File: src/rtl/acc_core_pkg.sv
package acc_core_pkg;

  localparam logic [7:0] OP_LDA_IMM = 8'h86;
  localparam logic [7:0] OP_ADD_IMM = 8'h8B;
  localparam logic [7:0] OP_LDS_IMM = 8'h8E;
  localparam logic [7:0] OP_JMP_ABS = 8'h7E;

  typedef enum logic [1:0] {
    SEL_PC     = 2'd0,
    SEL_VEC_HI = 2'd1,
    SEL_VEC_LO = 2'd2
  } addrSel_e;

  typedef struct packed {
    logic     memRd;
    addrSel_e addrSel;
    logic     pcInc;
    logic     capHi;
    logic     capLo;
    logic     loadPcVec;
    logic     ldAcc;
    logic     addAcc;
    logic     ldSp;
    logic     jump;
  } ctrlStrb_t;

endpackage

File: src/rtl/acc_core_ctrl.sv
module acc_core_ctrl
  import acc_core_pkg::*;
#(
  parameter int DATA_W = 8
) (
  input  logic              clk,
  input  logic              rstN,
  input  logic [DATA_W-1:0] memData,
  output ctrlStrb_t         strb,
  output logic              illegalOp
);

  typedef enum logic [3:0] {
    S_BOOT, S_VHI, S_VHI_W, S_VLO, S_VLO_W,
    S_OP, S_DEC, S_B1, S_B1_W, S_B2, S_B2_W, S_EXEC, S_HALT
  } state_e;

  state_e            state, stateNxt;
  logic [DATA_W-1:0] opcode;

  function automatic logic isKnown(input logic [DATA_W-1:0] op);
    return (op == OP_LDA_IMM) || (op == OP_ADD_IMM) ||
           (op == OP_LDS_IMM) || (op == OP_JMP_ABS);
  endfunction

  function automatic logic isWide(input logic [DATA_W-1:0] op);
    return (op == OP_LDS_IMM) || (op == OP_JMP_ABS);
  endfunction

  always_ff @(posedge clk or negedge rstN) begin
    if (!rstN) begin
      state     <= S_BOOT;
      opcode    <= '0;
      illegalOp <= 1'b0;
    end else begin
      state <= stateNxt;
      if (state == S_DEC) begin
        opcode <= memData;
        if (!isKnown(memData)) illegalOp <= 1'b1;
      end
    end
  end

  always_comb begin
    strb     = '0;
    stateNxt = state;
    case (state)
      S_BOOT:  stateNxt = S_VHI;
      S_VHI: begin
        strb.memRd   = 1'b1;
        strb.addrSel = SEL_VEC_HI;
        stateNxt     = S_VHI_W;
      end
      S_VHI_W: begin
        strb.capHi = 1'b1;
        stateNxt   = S_VLO;
      end
      S_VLO: begin
        strb.memRd   = 1'b1;
        strb.addrSel = SEL_VEC_LO;
        stateNxt     = S_VLO_W;
      end
      S_VLO_W: begin
        strb.loadPcVec = 1'b1;
        stateNxt       = S_OP;
      end
      S_OP: begin
        strb.memRd = 1'b1;
        strb.pcInc = 1'b1;
        stateNxt   = S_DEC;
      end
      S_DEC:   stateNxt = isKnown(memData) ? S_B1 : S_HALT;
      S_B1: begin
        strb.memRd = 1'b1;
        strb.pcInc = 1'b1;
        stateNxt   = S_B1_W;
      end
      S_B1_W: begin
        strb.capHi = 1'b1;
        stateNxt   = isWide(opcode) ? S_B2 : S_EXEC;
      end
      S_B2: begin
        strb.memRd = 1'b1;
        strb.pcInc = 1'b1;
        stateNxt   = S_B2_W;
      end
      S_B2_W: begin
        strb.capLo = 1'b1;
        stateNxt   = S_EXEC;
      end
      S_EXEC: begin
        strb.ldAcc  = (opcode == OP_LDA_IMM);
        strb.addAcc = (opcode == OP_ADD_IMM);
        strb.ldSp   = (opcode == OP_LDS_IMM);
        strb.jump   = (opcode == OP_JMP_ABS);
        stateNxt    = S_OP;
      end
      S_HALT:  stateNxt = S_HALT;
      default: stateNxt = S_HALT;
    endcase
  end

endmodule

File: src/rtl/acc_core_dpath.sv
module acc_core_dpath
  import acc_core_pkg::*;
#(
  parameter int DATA_W = 8,
  parameter int ADDR_W = 2 * DATA_W,
  parameter logic [ADDR_W-1:0] RESET_VEC = 16'hFFFE
) (
  input  logic              clk,
  input  logic              rstN,
  input  ctrlStrb_t         strb,
  input  logic [DATA_W-1:0] memData,
  output logic [ADDR_W-1:0] memAddr,
  output logic [ADDR_W-1:0] pcOut,
  output logic [DATA_W-1:0] accOut,
  output logic [ADDR_W-1:0] spOut,
  output logic              flagC,
  output logic              flagZ,
  output logic              flagN
);

  localparam logic [ADDR_W-1:0] ONE_A  = 1;
  localparam logic [ADDR_W-1:0] VEC_LO = RESET_VEC + ONE_A;

  logic [ADDR_W-1:0] pc, sp;
  logic [DATA_W-1:0] acc, opHi, opLo;
  logic              fC, fZ, fN;
  logic [DATA_W:0]   sumExt;

  assign sumExt = {1'b0, acc} + {1'b0, opHi};

  always_comb begin
    case (strb.addrSel)
      SEL_VEC_HI: memAddr = RESET_VEC;
      SEL_VEC_LO: memAddr = VEC_LO;
      default:    memAddr = pc;
    endcase
  end

  always_ff @(posedge clk or negedge rstN) begin
    if (!rstN) begin
      pc   <= '0;
      sp   <= '0;
      acc  <= '0;
      opHi <= '0;
      opLo <= '0;
      fC   <= 1'b0;
      fZ   <= 1'b0;
      fN   <= 1'b0;
    end else begin
      if (strb.loadPcVec)  pc <= {opHi, memData};
      else if (strb.jump)  pc <= {opHi, opLo};
      else if (strb.pcInc) pc <= pc + ONE_A;
      if (strb.capHi) opHi <= memData;
      if (strb.capLo) opLo <= memData;
      if (strb.ldAcc) acc <= opHi;
      if (strb.addAcc) begin
        acc <= sumExt[DATA_W-1:0];
        fC  <= sumExt[DATA_W];
        fZ  <= (sumExt[DATA_W-1:0] == '0);
        fN  <= sumExt[DATA_W-1];
      end
      if (strb.ldSp) sp <= {opHi, opLo};
    end
  end

  assign pcOut  = pc;
  assign spOut  = sp;
  assign accOut = acc;
  assign flagC  = fC;
  assign flagZ  = fZ;
  assign flagN  = fN;

endmodule

File: src/rtl/acc_core.sv
module acc_core
  import acc_core_pkg::*;
#(
  parameter int DATA_W = 8,
  parameter int ADDR_W = 2 * DATA_W,
  parameter logic [ADDR_W-1:0] RESET_VEC = 16'hFFFE
) (
  input  logic              clk,
  input  logic              rstN,
  output logic [ADDR_W-1:0] memAddr,
  output logic              memRd,
  input  logic [DATA_W-1:0] memData,
  output logic [DATA_W-1:0] accOut,
  output logic [ADDR_W-1:0] spOut,
  output logic [ADDR_W-1:0] pcOut,
  output logic              flagC,
  output logic              flagZ,
  output logic              flagN,
  output logic              illegalOp
);

  ctrlStrb_t strb;

  acc_core_ctrl #(.DATA_W(DATA_W)) i_ctrl (
    .clk       (clk),
    .rstN      (rstN),
    .memData   (memData),
    .strb      (strb),
    .illegalOp (illegalOp)
  );

  acc_core_dpath #(.DATA_W(DATA_W), .ADDR_W(ADDR_W), .RESET_VEC(RESET_VEC)) i_dpath (
    .clk     (clk),
    .rstN    (rstN),
    .strb    (strb),
    .memData (memData),
    .memAddr (memAddr),
    .pcOut   (pcOut),
    .accOut  (accOut),
    .spOut   (spOut),
    .flagC   (flagC),
    .flagZ   (flagZ),
    .flagN   (flagN)
  );

  assign memRd = strb.memRd;

endmodule

File: config.mk
export PLATFORM = sky130hd
export DESIGN_NAME = acc_core
export DESIGN_NICKNAME = d
export VERILOG_FILES = /design/src/rtl/acc_core_pkg.sv /design/src/rtl/acc_core_ctrl.sv /design/src/rtl/acc_core_dpath.sv /design/src/rtl/acc_core.sv
export SDC_FILE = /design/constraint.sdc
export NUM_CORES = 1
export LEC_CHECK = 0
export ABC_AREA = 1
export BUFFER_PORTS_ARGS = -buffer_cell sky130_fd_sc_hd__buf_2
export CAP_MARGIN = 10
export CORE_ASPECT_RATIO = 1.2
export CORE_MARGIN = 1.5
export CORE_UTILIZATION = 51
export CTS_CLUSTER_SIZE = 20
export DETAILED_ROUTE_END_ITERATION = 12
export PLACE_DENSITY = 0.85
export SYNTH_ARGS = -nofsm -noshare
export SYNTH_HDL_FRONTEND = slang
export SYNTH_SLANG_ARGS = --single-unit
File: constraint.sdc
create_clock -name clk -period 1.5 [get_ports clk]
set_input_delay 0 -clock clk [delete_from_list [all_inputs] [get_ports clk]]
set_output_delay 0 -clock clk [all_outputs]
set_load 0.1 [all_outputs]
# After elaboration in Yosys (flattened, before gate mapping)
# Index checks and enable logic that the tools add are counted.
# word_totals
register_bits,72
elab_cells,64
in_bits,10
out_inout_bits,61
# classes
eq_ne,21
bitwise,1
muxes,16
n_reduce_logical,13
add_sub_neg,2
# op_table
op,count
8-bit equality test (second input constant),6
16-bit two-way mux,3
4-bit one-hot mux with 11 select lines,1
16-bit one-hot mux with 2 select lines,1
16-bit by 1-bit adder with 16-bit output (second input constant),1
4-bit by 3-bit equality test with 1-bit output (second input constant),4
4-bit equality test (second input constant),4
8-bit by 7-bit equality test with 1-bit output (second input constant),2
8-bit two-way mux,2
8-bit by 8-bit adder with 9-bit output,1
4-bit by 2-bit equality test with 1-bit output (second input constant),2
8-bit logical NOT,1
4-bit two-way mux,2
1-bit two-way mux,5
5-bit OR reduction,1
4-bit by 1-bit equality test with 1-bit output (second input constant),1
4-bit logical NOT,1
1-bit logical OR,4
2-bit one-hot mux with 2 select lines,1
2-bit OR reduction,2
3-bit nonzero test,1
3-bit OR reduction,1
2-bit by 1-bit equality test with 1-bit output (second input constant),1
2-bit equality test (second input constant),1
other kinds (4),4

# Longest topological paths before layout
# Gate-level depths: netlist of the first run.
# depth
ltp_word,6
depth_mapped,10
mapped_depth_nobuf,10

# Cells and area by module
# A second synthesis of the first run with hierarchy kept.
# unflattened
cells_unflattened,542
area_unflattened_um2,4055.1
# by_module_without_submodules
mod,cells_each,area_per_inst_um2,seq_area_each_um2,n_inst
acc_core_dpath,429,3283.1,1476.4,1
acc_core_ctrl,113,772.0,325.3,1

# Worst setup path after synthesis of the first run
# Ideal clock, no wire load.
# synth_path
kind,flip-flop to output port
start,register i_ctrl.state[2]
end,output port memRd
setup_slack_ns,-1.225
path_buffers,0
stages_incl_launch_ff,4
arrival_ns,2.725
required_time_ns,1.500
cell_sequence,dfrtp_1 -> inv_2 -> nand2_4 -> o21ai_0
# synth_via
elab_chain_cells,3
elab_cells_between_ends,7
cone_classes,eq/ne (5); mux (1); reduce/logical (1)
# synth_rtl
element,line,rtl
"start, declared",acc_core_ctrl.sv:18,"state_e state, stateNxt;"
"start signal, assigned",acc_core_ctrl.sv:36,state <= stateNxt;
4-bit by 1-bit equality test with 1-bit output (tied with other cells),acc_core_ctrl.sv:47,case (state)
5-bit OR reduction (no line) *,-,
1-bit two-way mux *,acc_core_ctrl.sv:47,
"end, declared",acc_core.sv:11,"output logic memRd,"
# Every way passes the cells marked *; elsewhere a longest branch is shown, timed or not.

# Worst setup path in the final report of the first run
# layout_path
start,register i_ctrl.state[1]
end,output port memAddr[0]
# layout_via
elab_chain_cells,4
elab_cells_between_ends,6
cone_classes,eq/ne (4); mux (2)
# layout_rtl
element,line,rtl
4-bit by 2-bit equality test with 1-bit output or 4-bit by 1-bit equality test with 1-bit output (tied branches),acc_core_ctrl.sv:47,
2-bit one-hot mux with 2 select lines *,acc_core_ctrl.sv:47,
2-bit equality test or 2-bit by 1-bit equality test with 1-bit output (tied branches),acc_core_dpath.sv:32,case (strb.addrSel)
16-bit one-hot mux with 2 select lines *,acc_core_dpath.sv:32,
"end, declared",acc_core.sv:10,"output logic [ADDR_W-1:0] memAddr,"
# Marked as above.

==> metrics.md, run 1 <==
| Metric | Value |
|---|---|
| Critical Path Source | `i_ctrl.state[1]$_DFF_PN0_` |
| Root Buffer | `clkbuf_8` |
| R2R cell count | `10` |
| Hold Violations, Final | `0` |
| Post-Syn Instances | `547` |
| DP HPWL | `8.56 mm` |
| Ant. Diodes | `0` |
| Share of the synthesized area in the top cell type | `0.441` |
| Die X | `84.7 um` |
| CP Class | `reg -> out` |
| Global route overflow | `0` |
| Clock latency on the worst-skew pair | `0.35 ns` |
| Placed cell area | `5510 um2` |
| Net Count, Synth | `568` |
| Slew @ Worst Pin | `0.510 ns` |
| Largest net degree at the start of global routing | `73` |
| Die Area | `8550 um2` |
| Core Footprint | `7710 um2` |
| Num Clock Sinks | `72` |
| Final setup fails | `62` |
| Worst-path fanout max | `5` |
| DRT iter0 DRCs | `303` |
| Post-route minimum period | `1.87 ns` |
| Multi-input logic area | `2400 um2` |
| Worst r2r dst | `i_dpath.pcOut[0]$_DFFE_PN0P_` |
| Place WS | `-0.197 ns` |
| Vias in the first global route | `4556` |
| Crit path DAT | `1.87 ns` |
| Reg clk slew, reported paths | `0.07 ns` |
| Mapped cell area | `4080 um2` |
| Reg2Reg Setup Slack | `-0.32 ns` |
| Dominant cells by area after synthesis | `dfrtp_1 (44%), nand2_1 (17%), o21ai_0 (6.4%), inv_1 (6.0%), nand3_1 (3.9%)` |
| Fin crit share | `1.25` |
| Vias | `4583` |
| TritonCTS clock tree | `done` |
| Static Leak | `3.29 nW` |
| Post-route cell area | `6190 um2` |
| Sequential Area | `1870 um2` |
| Routed Antenna Nets | `0` |
| Io pins | `71` |
| Fin nets | `708` |
| Register bit total from synthesis | `72` |
| Max-cap violations | `0` |
| Die Y | `101 um` |
| Total GRT Usage | `0.313` |
| Initial Utilization | `0.530` |
| CP Capture Type | `output port` |
| Hold WC Path Type | `in -> async` |
| Worst setup SP type | `flip-flop` |
| Leading area contributor after synthesis | `dfrtp_1` |
| Status | `finished with violations` |
| Wire length per cell | `17.7 um` |
| Sequential area share after synthesis | `0.441` |
| Worst endpoint required time | `1.50 ns` |
| Avg Inst Size Synth | `7.46 um2` |
| Power density over the cells | `776 nW/um2` |
| Drt pass-1 iters | `5` |
| Failing checks | `setup timing` |
| Post-route DRC | `0` |
| RSZ-0062 raised after global routing | `true` |
| Worst Setup EP | `memAddr[0]` |
| Distinct cell type count after synthesis | `34` |
| Htree depth | `3` |
| Area growth syn-to-layout | `51.7%` |
| PnR worst setup slack | `-0.372 ns` |
| Fill count | `432` |
| Port bufs | `70` |
| Row cnt | `35` |
| Peak supply drop | `0.000828 V` |
| Worst Hold Slack | `0.181 ns` |
| Worst slew margin | `0.662` |
| Initial antenna violation count | `0` |
| Final setup skew | `0.0127 ns` |
| Gp weighted congestion | `0.909` |
| Share of cells above drive strength 1 | `0.367` |
| F_max | `534 MHz` |
| First-pass GRT wire length | `20.9 mm` |
| Origin of the critical flop-to-flop path | `i_ctrl.state[2]$_DFF_PN0_` |
| Cts bufs inserted | `9` |
| Number of synthesis warnings | `0` |
| Total routed wirelength | `13.9 mm` |
| Final Core Density | `0.803` |
| Max-slew violation count | `0` |
| Avg Vias per Cell | `5.85` |
| Clock buffer depth | `2` |
| Pwr Total | `0.00480 W` |
metrics by stage:
stage	TNS [ns]	std cells
after floorplan	-2.85	547
after global routing	-17.96	784
after CTS	-10.66	779
final	-14.93	784
after detailed placement	-3.51	742
after global placement	-1.78	742
what timing repair did:
action,in CTS,in global routing
pin swaps,7,6
hold buffers,9,0
resized for setup,43,35
endpoints found under the hold margin,80,0
cloned,3,1
endpoints found under the setup margin,55,87
buffers inserted,9,5
cell families after synthesis:
family	Yosys count	synth area share
flops	72	0.441
fa+ha+maj	11	0.0356
simple gates	280	0.298
buf+inv	84	0.0825
xor+xnor	11	0.0236
mux	2	0.00552
compound gates	87	0.114
per-layer routing:
metal | GRT usage | part of all wire | vias up
met4 | 0.190 | 0.066 | 0
met2 | 0.558 | 0.51 | 247
li1 | - | - | 2039
met1 | 0.357 | 0.36 | 2194
met5 | 0 | 0 | -
met3 | 0.0393 | 0.063 | 103
layout make-up:
type / instances / share of cell area
Clock buffer: 12 / 0.0218
Clock inverter: 4 / 0.0113
Inverter: 71 / 0.0459
Multi-Input combinational cell: 392 / 0.387
Sequential cell: 72 / 0.303
Tap cell: 92 / 0.0186
Timing Repair Buffer: 141 / 0.212
power breakdown:
| group | switching [W] | internal (W) |
|---|---|---|
| Clock | 0.000725 | 0.000934 |
| Sequential | 0.0000651 | 0.00200 |
| Combinational | 0.000752 | 0.000326 |
| Total | 0.00154 | 0.00326 |
flip-flops by register name (all words and copies together), names as in the netlist, 4 cells and up:
name            flops
i_ctrl.opcode       8
i_dpath.accOut      8
i_dpath.opHi        8
i_dpath.pcOut      16
i_dpath.opLo        8
i_dpath.spOut      16
i_ctrl.state        4
cells in the mapped netlist:
master and number:
a31oi_1 1, a21boi_0 1, a21oi_1 14, nand3_4 2, inv_1 65, buf_2 2, a2bb2oi_1 1, nand3_2 2
o211ai_1 7, nor2_8 1, inv_2 6, nand4_1 6, buf_6 2, dfrtp_1 72, and3_1 1, nor3_1 5
or2_2 1, xor2_1 11, nor2_2 1, buf_4 1, o21ai_1 10, mux2_2 2, nor2_1 31, clkbuf_1 8
fa_1 1, nand2_1 190, nand3_1 32, nor3_2 1, nand2_4 2, nand2_2 1, o21ai_0 52, o21ai_2 1
nand3b_1 4, ha_1 10
layout by cell type (no fill, tap or decap), types with 7 or more instances in the layout:
cell type	count
dfrtp_4	15
ha_4	8
nand2_1	168
dlygate4sd3_1	9
inv_1	62
nand2_8	8
clkbuf_8	9
buf_4	40
o211ai_1	7
nor2_2	9
o21ai_1	22
xor2_1	11
buf_2	53
a21oi_1	9
buf_6	15
nand2_2	11
dfrtp_2	12
dfrtp_1	45
buf_12	21
o21ai_0	33
nand3_1	29
nor2_1	21
how the worst min path moves through the flow:
stage,cells after the start,from,to
floorplan,0,rstN,i_ctrl.illegalOp$_DFFE_PN0P_
global placement,2,rstN,i_ctrl.illegalOp$_DFFE_PN0P_
detailed placement,2,rstN,i_ctrl.illegalOp$_DFFE_PN0P_
CTS,3,rstN,i_ctrl.illegalOp$_DFFE_PN0P_
global route,3,rstN,i_ctrl.illegalOp$_DFFE_PN0P_
finish,3,rstN,i_ctrl.state[3]$_DFF_PN0_
critical path: stages, from the launching register on:
cell     delay [ns]
dfrtp_1        0.48
nand2_4        0.09
nor3_4         0.18
ha_4           0.28
buf_4          0.16
a21oi_4        0.15
buf_12         0.19
(Power assumes the default switching activity.)
==> run 2, diff against run 1 <==
--- a/config.mk
+++ b/config.mk
@@ -13,7 +13,7 @@
 export CORE_UTILIZATION = 51
 export CTS_CLUSTER_SIZE = 20
 export DETAILED_ROUTE_END_ITERATION = 12
-export PLACE_DENSITY = 0.85
+export PLACE_DENSITY = 0.77
 export SYNTH_ARGS = -nofsm -noshare
 export SYNTH_HDL_FRONTEND = slang
 export SYNTH_SLANG_ARGS = --single-unit
==> metrics.md, run 2 (same netlist as run 1, synthesis figures left out) <==
| Metric | Value |
|---|---|
| Sequential Area | `1870 um2 (about the same)` |
| Sequential power share | `0.414 (-0.016)` |
| Met2 Track Usage GR | `0.567 (+0.00855)` |
| Reg2Reg Setup Slack | `-0.66 ns (-0.34 ns)` |
| Initial Utilization | `0.530 (unchanged)` |
| Fin nets | `727 (+2.7%)` |
| Cts bufs inserted | `9 (unchanged)` |
| CP Class | `reg -> reg` |
| R2R cell count | `10 (unchanged)` |
| Slew @ Worst Pin | `0.507 ns (-0.00241 ns)` |
| Wire length per cell | `22.7 um (+28%)` |
| Clock power share | `0.335 (-0.011)` |
| Total routed wirelength | `18.2 mm (+31%)` |
| Worst endpoint required time | `1.78 ns (+0.28 ns)` |
| Vias in the first global route | `4388 (-3.7%)` |
| Worst slew margin | `0.660 (-0.00222)` |
| Commonest cells after routing, fill and taps aside | `nand2_1 (127), inv_1 (60), buf_2 (53), buf_4 (45), dfrtp_1 (44)` |
| Root Buffer | `clkbuf_8` |
| Power Internal | `0.00315 W (-3.5%)` |
| Share of cells above drive strength 1 | `0.489 (+0.122)` |
| TritonCTS clock tree | `done` |
| Fill count | `343 (-21%)` |
| Die Y | `101 um (unchanged)` |
| Row cnt | `35 (unchanged)` |
| Sw power | `0.00186 W (+21%)` |
| Initial antenna violation count | `0 (unchanged)` |
| Static Leak | `3.48 nW (+5.8%)` |
| PnR worst setup slack | `-0.663 ns (-0.291 ns)` |
| Final setup fails | `86 (+39%)` |
| Port bufs | `70 (unchanged)` |
| Clock latency on the worst-skew pair | `0.38 ns (+0.03 ns)` |
| CP Capture Type | `flip-flop` |
| Power density over the cells | `738 nW/um2 (-4.9%)` |
| Reg clk slew, reported paths | `0.10 ns (+0.03 ns)` |
| Final Core Density | `0.881 (+0.0781)` |
| Failing checks | `setup timing` |
| Vias | `5011 (+9.3%)` |
| Die Area | `8550 um2 (unchanged)` |
| Ant. Diodes | `0 (unchanged)` |
| Core Footprint | `7710 um2 (unchanged)` |
| Io pins | `71 (unchanged)` |
| Clock buffer depth | `2 (unchanged)` |
| Worst r2r dst | `i_dpath.pcOut[1]$_DFFE_PN0P_` |
| Final setup skew | `0.0133 ns (+0.000615 ns)` |
| Total GRT Usage | `0.327 (+0.0141)` |
| Peak supply drop | `0.000822 V (-0.73%)` |
| Crit path DAT | `2.44 ns (+0.57 ns)` |
| DP HPWL | `8.47 mm (-1.1%)` |
| Multi-input logic area | `2750 um2 (+15%)` |
| Global route overflow | `0 (unchanged)` |
| Comb power frac | `0.252 (+0.027)` |
| GRT met3 Usage | `0.0770 (+0.0377)` |
| Fin crit share | `1.44 (+0.194)` |
| Commonest non-fill, non-tap cell in the layout | `nand2_1` |
| Max-cap violations | `0 (unchanged)` |
| RSZ-0062 raised after global routing | `true` |
| Routed Antenna Nets | `0 (unchanged)` |
| Worst setup SP type | `flip-flop` |
| Num Clock Sinks | `72 (unchanged)` |
| F_max | `462 MHz (-13%)` |
| Place WS | `-0.193 ns (+0.00380 ns)` |
| Post-route minimum period | `2.16 ns (+0.291 ns)` |
| Worst-path fanout max | `6 (+1)` |
| Pwr Total | `0.00501 W (+4.3%)` |
| Sw Ratio | `0.372 (+0.0506)` |
| Avg Vias per Cell | `6.24 (+6.8%)` |
| Met1 usage | `0.360 (+0.00246)` |
| Hold WC Path Type | `in -> async` |
| First-pass GRT wire length | `21.6 mm (+3.3%)` |
| Status | `finished with violations` |
| Hold Violations, Final | `0 (unchanged)` |
| Htree depth | `3 (unchanged)` |
| Die X | `84.7 um (unchanged)` |
| Largest net degree at the start of global routing | `73 (unchanged)` |
| Origin of the critical flop-to-flop path | `i_ctrl.state[2]$_DFF_PN0_` |
| DRT iter0 DRCs | `435 (+44%)` |
| Max-slew violation count | `0 (unchanged)` |
| GRT Max-Usage Layer | `met2` |
| Drt pass-1 iters | `7 (+2)` |
| Area growth syn-to-layout | `66.4%` |
| Gp weighted congestion | `0.886 (-2.5%)` |
| Post-route DRC | `0 (unchanged)` |
run 2: final cells by class:
cell class / count / share of cell area
Clock buffer: 9 / 0.0182
Clock inverter: 7 / 0.0116
Inverter: 71 / 0.0446
Multi-Input combinational cell: 391 / 0.405
Sequential cell: 72 / 0.276
Tap cell: 92 / 0.0169
Timing Repair Buffer: 160 / 0.227
Timing Repair inverter: 1 / 0.000737
run 2: per-layer routing:
metal	up-vias	routed length, um
li1	2068	-
met1	2380	5780
met2	407	9070
met3	156	1780
met4	0	1580
met5	-	0
run 2: worst max path at each step:
stage	startpoint	endpoint	slack (ns)	cells past startpoint
2_1_floorplan	i_dpath.accOut[0]$_DFFE_PN0P_	i_dpath.flagZ$_DFFE_PN0P_	-0.30	10
3_3_place_gp	i_dpath.accOut[0]$_DFFE_PN0P_	i_dpath.flagZ$_DFFE_PN0P_	-0.15	10
3_5_place_dp	i_dpath.accOut[0]$_DFFE_PN0P_	i_dpath.flagZ$_DFFE_PN0P_	-0.19	10
4_1_cts	i_ctrl.state[3]$_DFF_PN0_	memAddr[12]	-0.33	7
5_1_grt	i_ctrl.state[2]$_DFF_PN0_	i_dpath.pcOut[1]$_DFFE_PN0P_	-0.71	10
6_report	i_ctrl.state[2]$_DFF_PN0_	i_dpath.pcOut[1]$_DFFE_PN0P_	-0.66	10
run 2: repair_timing:
item                                   CTS  global route
hold buffers                             9             0
pin swaps                               16            31
cloned                                   3             3
gates resized for setup                 54           168
endpoints found under the hold margin   82             0
setup buffers                           14            11
setup endpoints to repair               54            86
run 2: critical path, cell delays in order, from the launching register on:
cell and delay, ns:
dfrtp_2 0.46, buf_6 0.15, inv_8 0.07, nand2_8 0.06, nor2_8 0.17, nand3_4 0.17, buf_6 0.19, nand2_1 0.23
o211ai_1 0.29, nand3_1 0.19, nand2_1 0.06
run 2: per-stage QoR:
step	instances	hold slack, ns	instance area [um2]	setup TNS, ns
4_1_cts	793	0.211	6260	-12.27
3_3_place_gp	751	0.0560	5580	-1.34
6_report	803	0.187	6790	-23.65
5_1_grt	803	0.245	6790	-25.43
2_1_floorplan	547	-0.296	4490	-2.85
3_5_place_dp	751	0.0558	5580	-2.50
run 2: power by group through the flow:
stage                     Clock, W  Sequential [W]  Combinational, W
after floorplan                  0         0.00232          0.000456
after global placement           0         0.00209           0.00103
after detailed placement         0         0.00209           0.00104
after CTS                  0.00159         0.00205           0.00108
after global routing       0.00172         0.00207           0.00130
final                      0.00168         0.00207           0.00126
==> run 3, diff against run 2 <==
--- a/config.mk
+++ b/config.mk
@@ -13,7 +13,7 @@
 export CORE_UTILIZATION = 51
 export CTS_CLUSTER_SIZE = 20
 export DETAILED_ROUTE_END_ITERATION = 12
-export PLACE_DENSITY = 0.77
+export PLACE_DENSITY_LB_ADDON = 0.05
 export SYNTH_ARGS = -nofsm -noshare
 export SYNTH_HDL_FRONTEND = slang
 export SYNTH_SLANG_ARGS = --single-unit
==> metrics.md, run 3 (same netlist as run 1, synthesis figures left out) <==
| Metric | Value |
|---|---|
| Status | `finished with violations` |
| Failing checks | `setup timing` |
| Core Footprint | `7710 um2 (unchanged)` |
| Initial Utilization | `0.530 (unchanged)` |
| Initial antenna violation count | `0 (unchanged)` |
| First-pass GRT wire length | `20.1 mm (-6.9%)` |
| Row cnt | `35 (unchanged)` |
| Cts bufs inserted | `9 (unchanged)` |
| Final setup skew | `0.0119 ns (-0.00138 ns)` |
| Reg2Reg Setup Slack | `-0.36 ns (+0.31 ns)` |
| Num Clock Sinks | `72 (unchanged)` |
| Vias in the first global route | `4266 (-2.8%)` |
| Commonest cells after routing, fill and taps aside | `nand2_1 (167), inv_1 (62), buf_2 (54), buf_4 (52), dfrtp_1 (44)` |
| Total GRT Usage | `0.300 (-0.0270)` |
| Total routed wirelength | `13.2 mm (-28%)` |
| Clock latency on the worst-skew pair | `0.36 ns (-0.02 ns)` |
| Pwr Total | `0.00489 W (-2.3%)` |
| R2R cell count | `9 (-1)` |
| Port bufs | `70 (unchanged)` |
| Routed Antenna Nets | `0 (unchanged)` |
| Final Core Density | `0.827 (-0.0541)` |
| Fin crit share | `1.24 (-0.204)` |
| Peak supply drop | `0.000720 V (-12%)` |
| CP Class | `reg -> reg` |
| Wire length per cell | `16.5 um (-27%)` |
| Static Leak | `3.37 nW (-3.0%)` |
| Worst r2r dst | `i_dpath.pcOut[0]$_DFFE_PN0P_` |
| Post-route DRC | `0 (unchanged)` |
| Worst endpoint required time | `1.79 ns (about the same)` |
| Slew @ Worst Pin | `0.502 ns (-0.00571 ns)` |
| Fin nets | `722 (-0.69%)` |
| Htree depth | `3 (unchanged)` |
| F_max | `539 MHz (+16%)` |
| Area growth syn-to-layout | `56.2%` |
| Crit path DAT | `2.15 ns (-0.29 ns)` |
| DP HPWL | `8.63 mm (+1.9%)` |
| Power density over the cells | `768 nW/um2 (+4.1%)` |
| Placed cell area | `5630 um2 (+0.90%)` |
| Drt pass-1 iters | `5 (-2)` |
| Max-cap violations | `0 (unchanged)` |
| Share of cells above drive strength 1 | `0.385 (-0.104)` |
| Final setup fails | `76 (-12%)` |
| Post-route cell area | `6370 um2 (-6.1%)` |
| Avg Vias per Cell | `5.47 (-12%)` |
| Clock buffer depth | `2 (unchanged)` |
| CP Capture Type | `flip-flop` |
| Origin of the critical flop-to-flop path | `i_ctrl.state[2]$_DFF_PN0_` |
| Die Y | `101 um (unchanged)` |
| DRT iter0 DRCs | `238 (-45%)` |
| Io pins | `71 (unchanged)` |
| Non-Filler Instances | `798 (-0.62%)` |
| Hold Violations, Final | `0 (unchanged)` |
| Worst setup SP type | `flip-flop` |
| Die X | `84.7 um (unchanged)` |
| Root Buffer | `clkbuf_8` |
| Hold WC Path Type | `in -> async` |
| Worst slew margin | `0.668 (+0.00760)` |
| Commonest non-fill, non-tap cell in the layout | `nand2_1` |
| Largest net degree at the start of global routing | `73 (unchanged)` |
| Global route overflow | `0 (unchanged)` |
| Max-slew violation count | `0 (unchanged)` |
| PnR worst setup slack | `-0.356 ns (+0.306 ns)` |
| TritonCTS clock tree | `done` |
| Reg clk slew, reported paths | `0.09 ns (about the same)` |
| Vias | `4368 (-13%)` |
| Post-route minimum period | `1.86 ns (-0.306 ns)` |
| RSZ-0062 raised after global routing | `true` |
| Die Area | `8550 um2 (unchanged)` |
| Gp weighted congestion | `0.943 (+6.4%)` |
| Cells after DPL | `756 (+0.67%)` |
| Ant. Diodes | `0 (unchanged)` |
| Worst-path fanout max | `6 (unchanged)` |
-- run 3: cell count changes in the layout (fill, tap and decap cells not counted), sizes merged --
cell,delta
clkinv,+1
buf,-6
bufinv,+1
clkbuf,+1
nand3,+1
clkinvlp,-3
-- run 3: worst max-delay path by stage --
| stage | start | depth (start not counted) | slack, ns | to |
|---|---|---|---|---|
| after floorplan | i_dpath.accOut[0]$_DFFE_PN0P_ | 10 | -0.30 | i_dpath.flagZ$_DFFE_PN0P_ |
| after global placement | i_dpath.accOut[0]$_DFFE_PN0P_ | 10 | -0.17 | i_dpath.flagZ$_DFFE_PN0P_ |
| after detailed placement | i_dpath.accOut[0]$_DFFE_PN0P_ | 10 | -0.19 | i_dpath.flagZ$_DFFE_PN0P_ |
| after CTS | i_ctrl.state[2]$_DFF_PN0_ | 6 | -0.33 | memAddr[11] |
| after global routing | i_ctrl.state[2]$_DFF_PN0_ | 9 | -0.39 | i_dpath.pcOut[0]$_DFFE_PN0P_ |
| final | i_ctrl.state[2]$_DFF_PN0_ | 9 | -0.36 | i_dpath.pcOut[0]$_DFFE_PN0P_ |
-- run 3: layout make-up --
class	instances	area, um2
Inverter	71	284
Tap cell	92	115
Clock buffer	9	124
Multi-Input combinational cell	392	2430
Clock inverter	7	105
Fill cell	483	1330
Sequential cell	72	1870
Timing Repair Buffer	155	1440
-- run 3: report_power, final --
part | switching, W | total [W] | internal, W
clock | 0.000822 | 0.00178 | 0.000956
sequential | 0.0000707 | 0.00207 | 0.00200
combinational | 0.000735 | 0.00105 | 0.000314
total | 0.00163 | 0.00489 | 0.00327
-- run 3: metrics by stage --
| step | setup slack, ns | TNS, ns | hold WS (ns) |
|---|---|---|---|
| finish | -0.356 | -15.92 | 0.202 |
| global route | -0.393 | -20.16 | 0.249 |
| CTS | -0.325 | -9.66 | 0.215 |
| detailed placement | -0.188 | -3.38 | 0.0599 |
| global placement | -0.166 | -1.90 | 0.0535 |
| floorplan | -0.298 | -2.85 | -0.296 |
-- run 3: worst max-delay path: stages, from the launching register on --
cell and delay, ns:
dfrtp_2 0.47, buf_4 0.16, inv_4 0.08, nand2_4 0.08, nor2_8 0.18, nand3_4 0.17, buf_6 0.19, o211ai_1 0.22
nand3_1 0.16, nand2_1 0.08
-- run 3: what timing repair did --
| item | CTS | global route |
|---|---|---|
| endpoints found under the hold margin | 85 | 0 |
| buffers inserted | 7 | 5 |
| pin swaps | 7 | 13 |
| cloned | 1 | 4 |
| endpoints found under the setup margin | 45 | 86 |
| hold buffers | 9 | 0 |
| resized for setup | 42 | 44 |
-- run 3: metal layers --
layer | share of wire | track usage
met2 | 0.52 | 0.517
met5 | 0 | 0
met1 | 0.38 | 0.367
met3 | 0.050 | 0.0549
met4 | 0.045 | 0.135
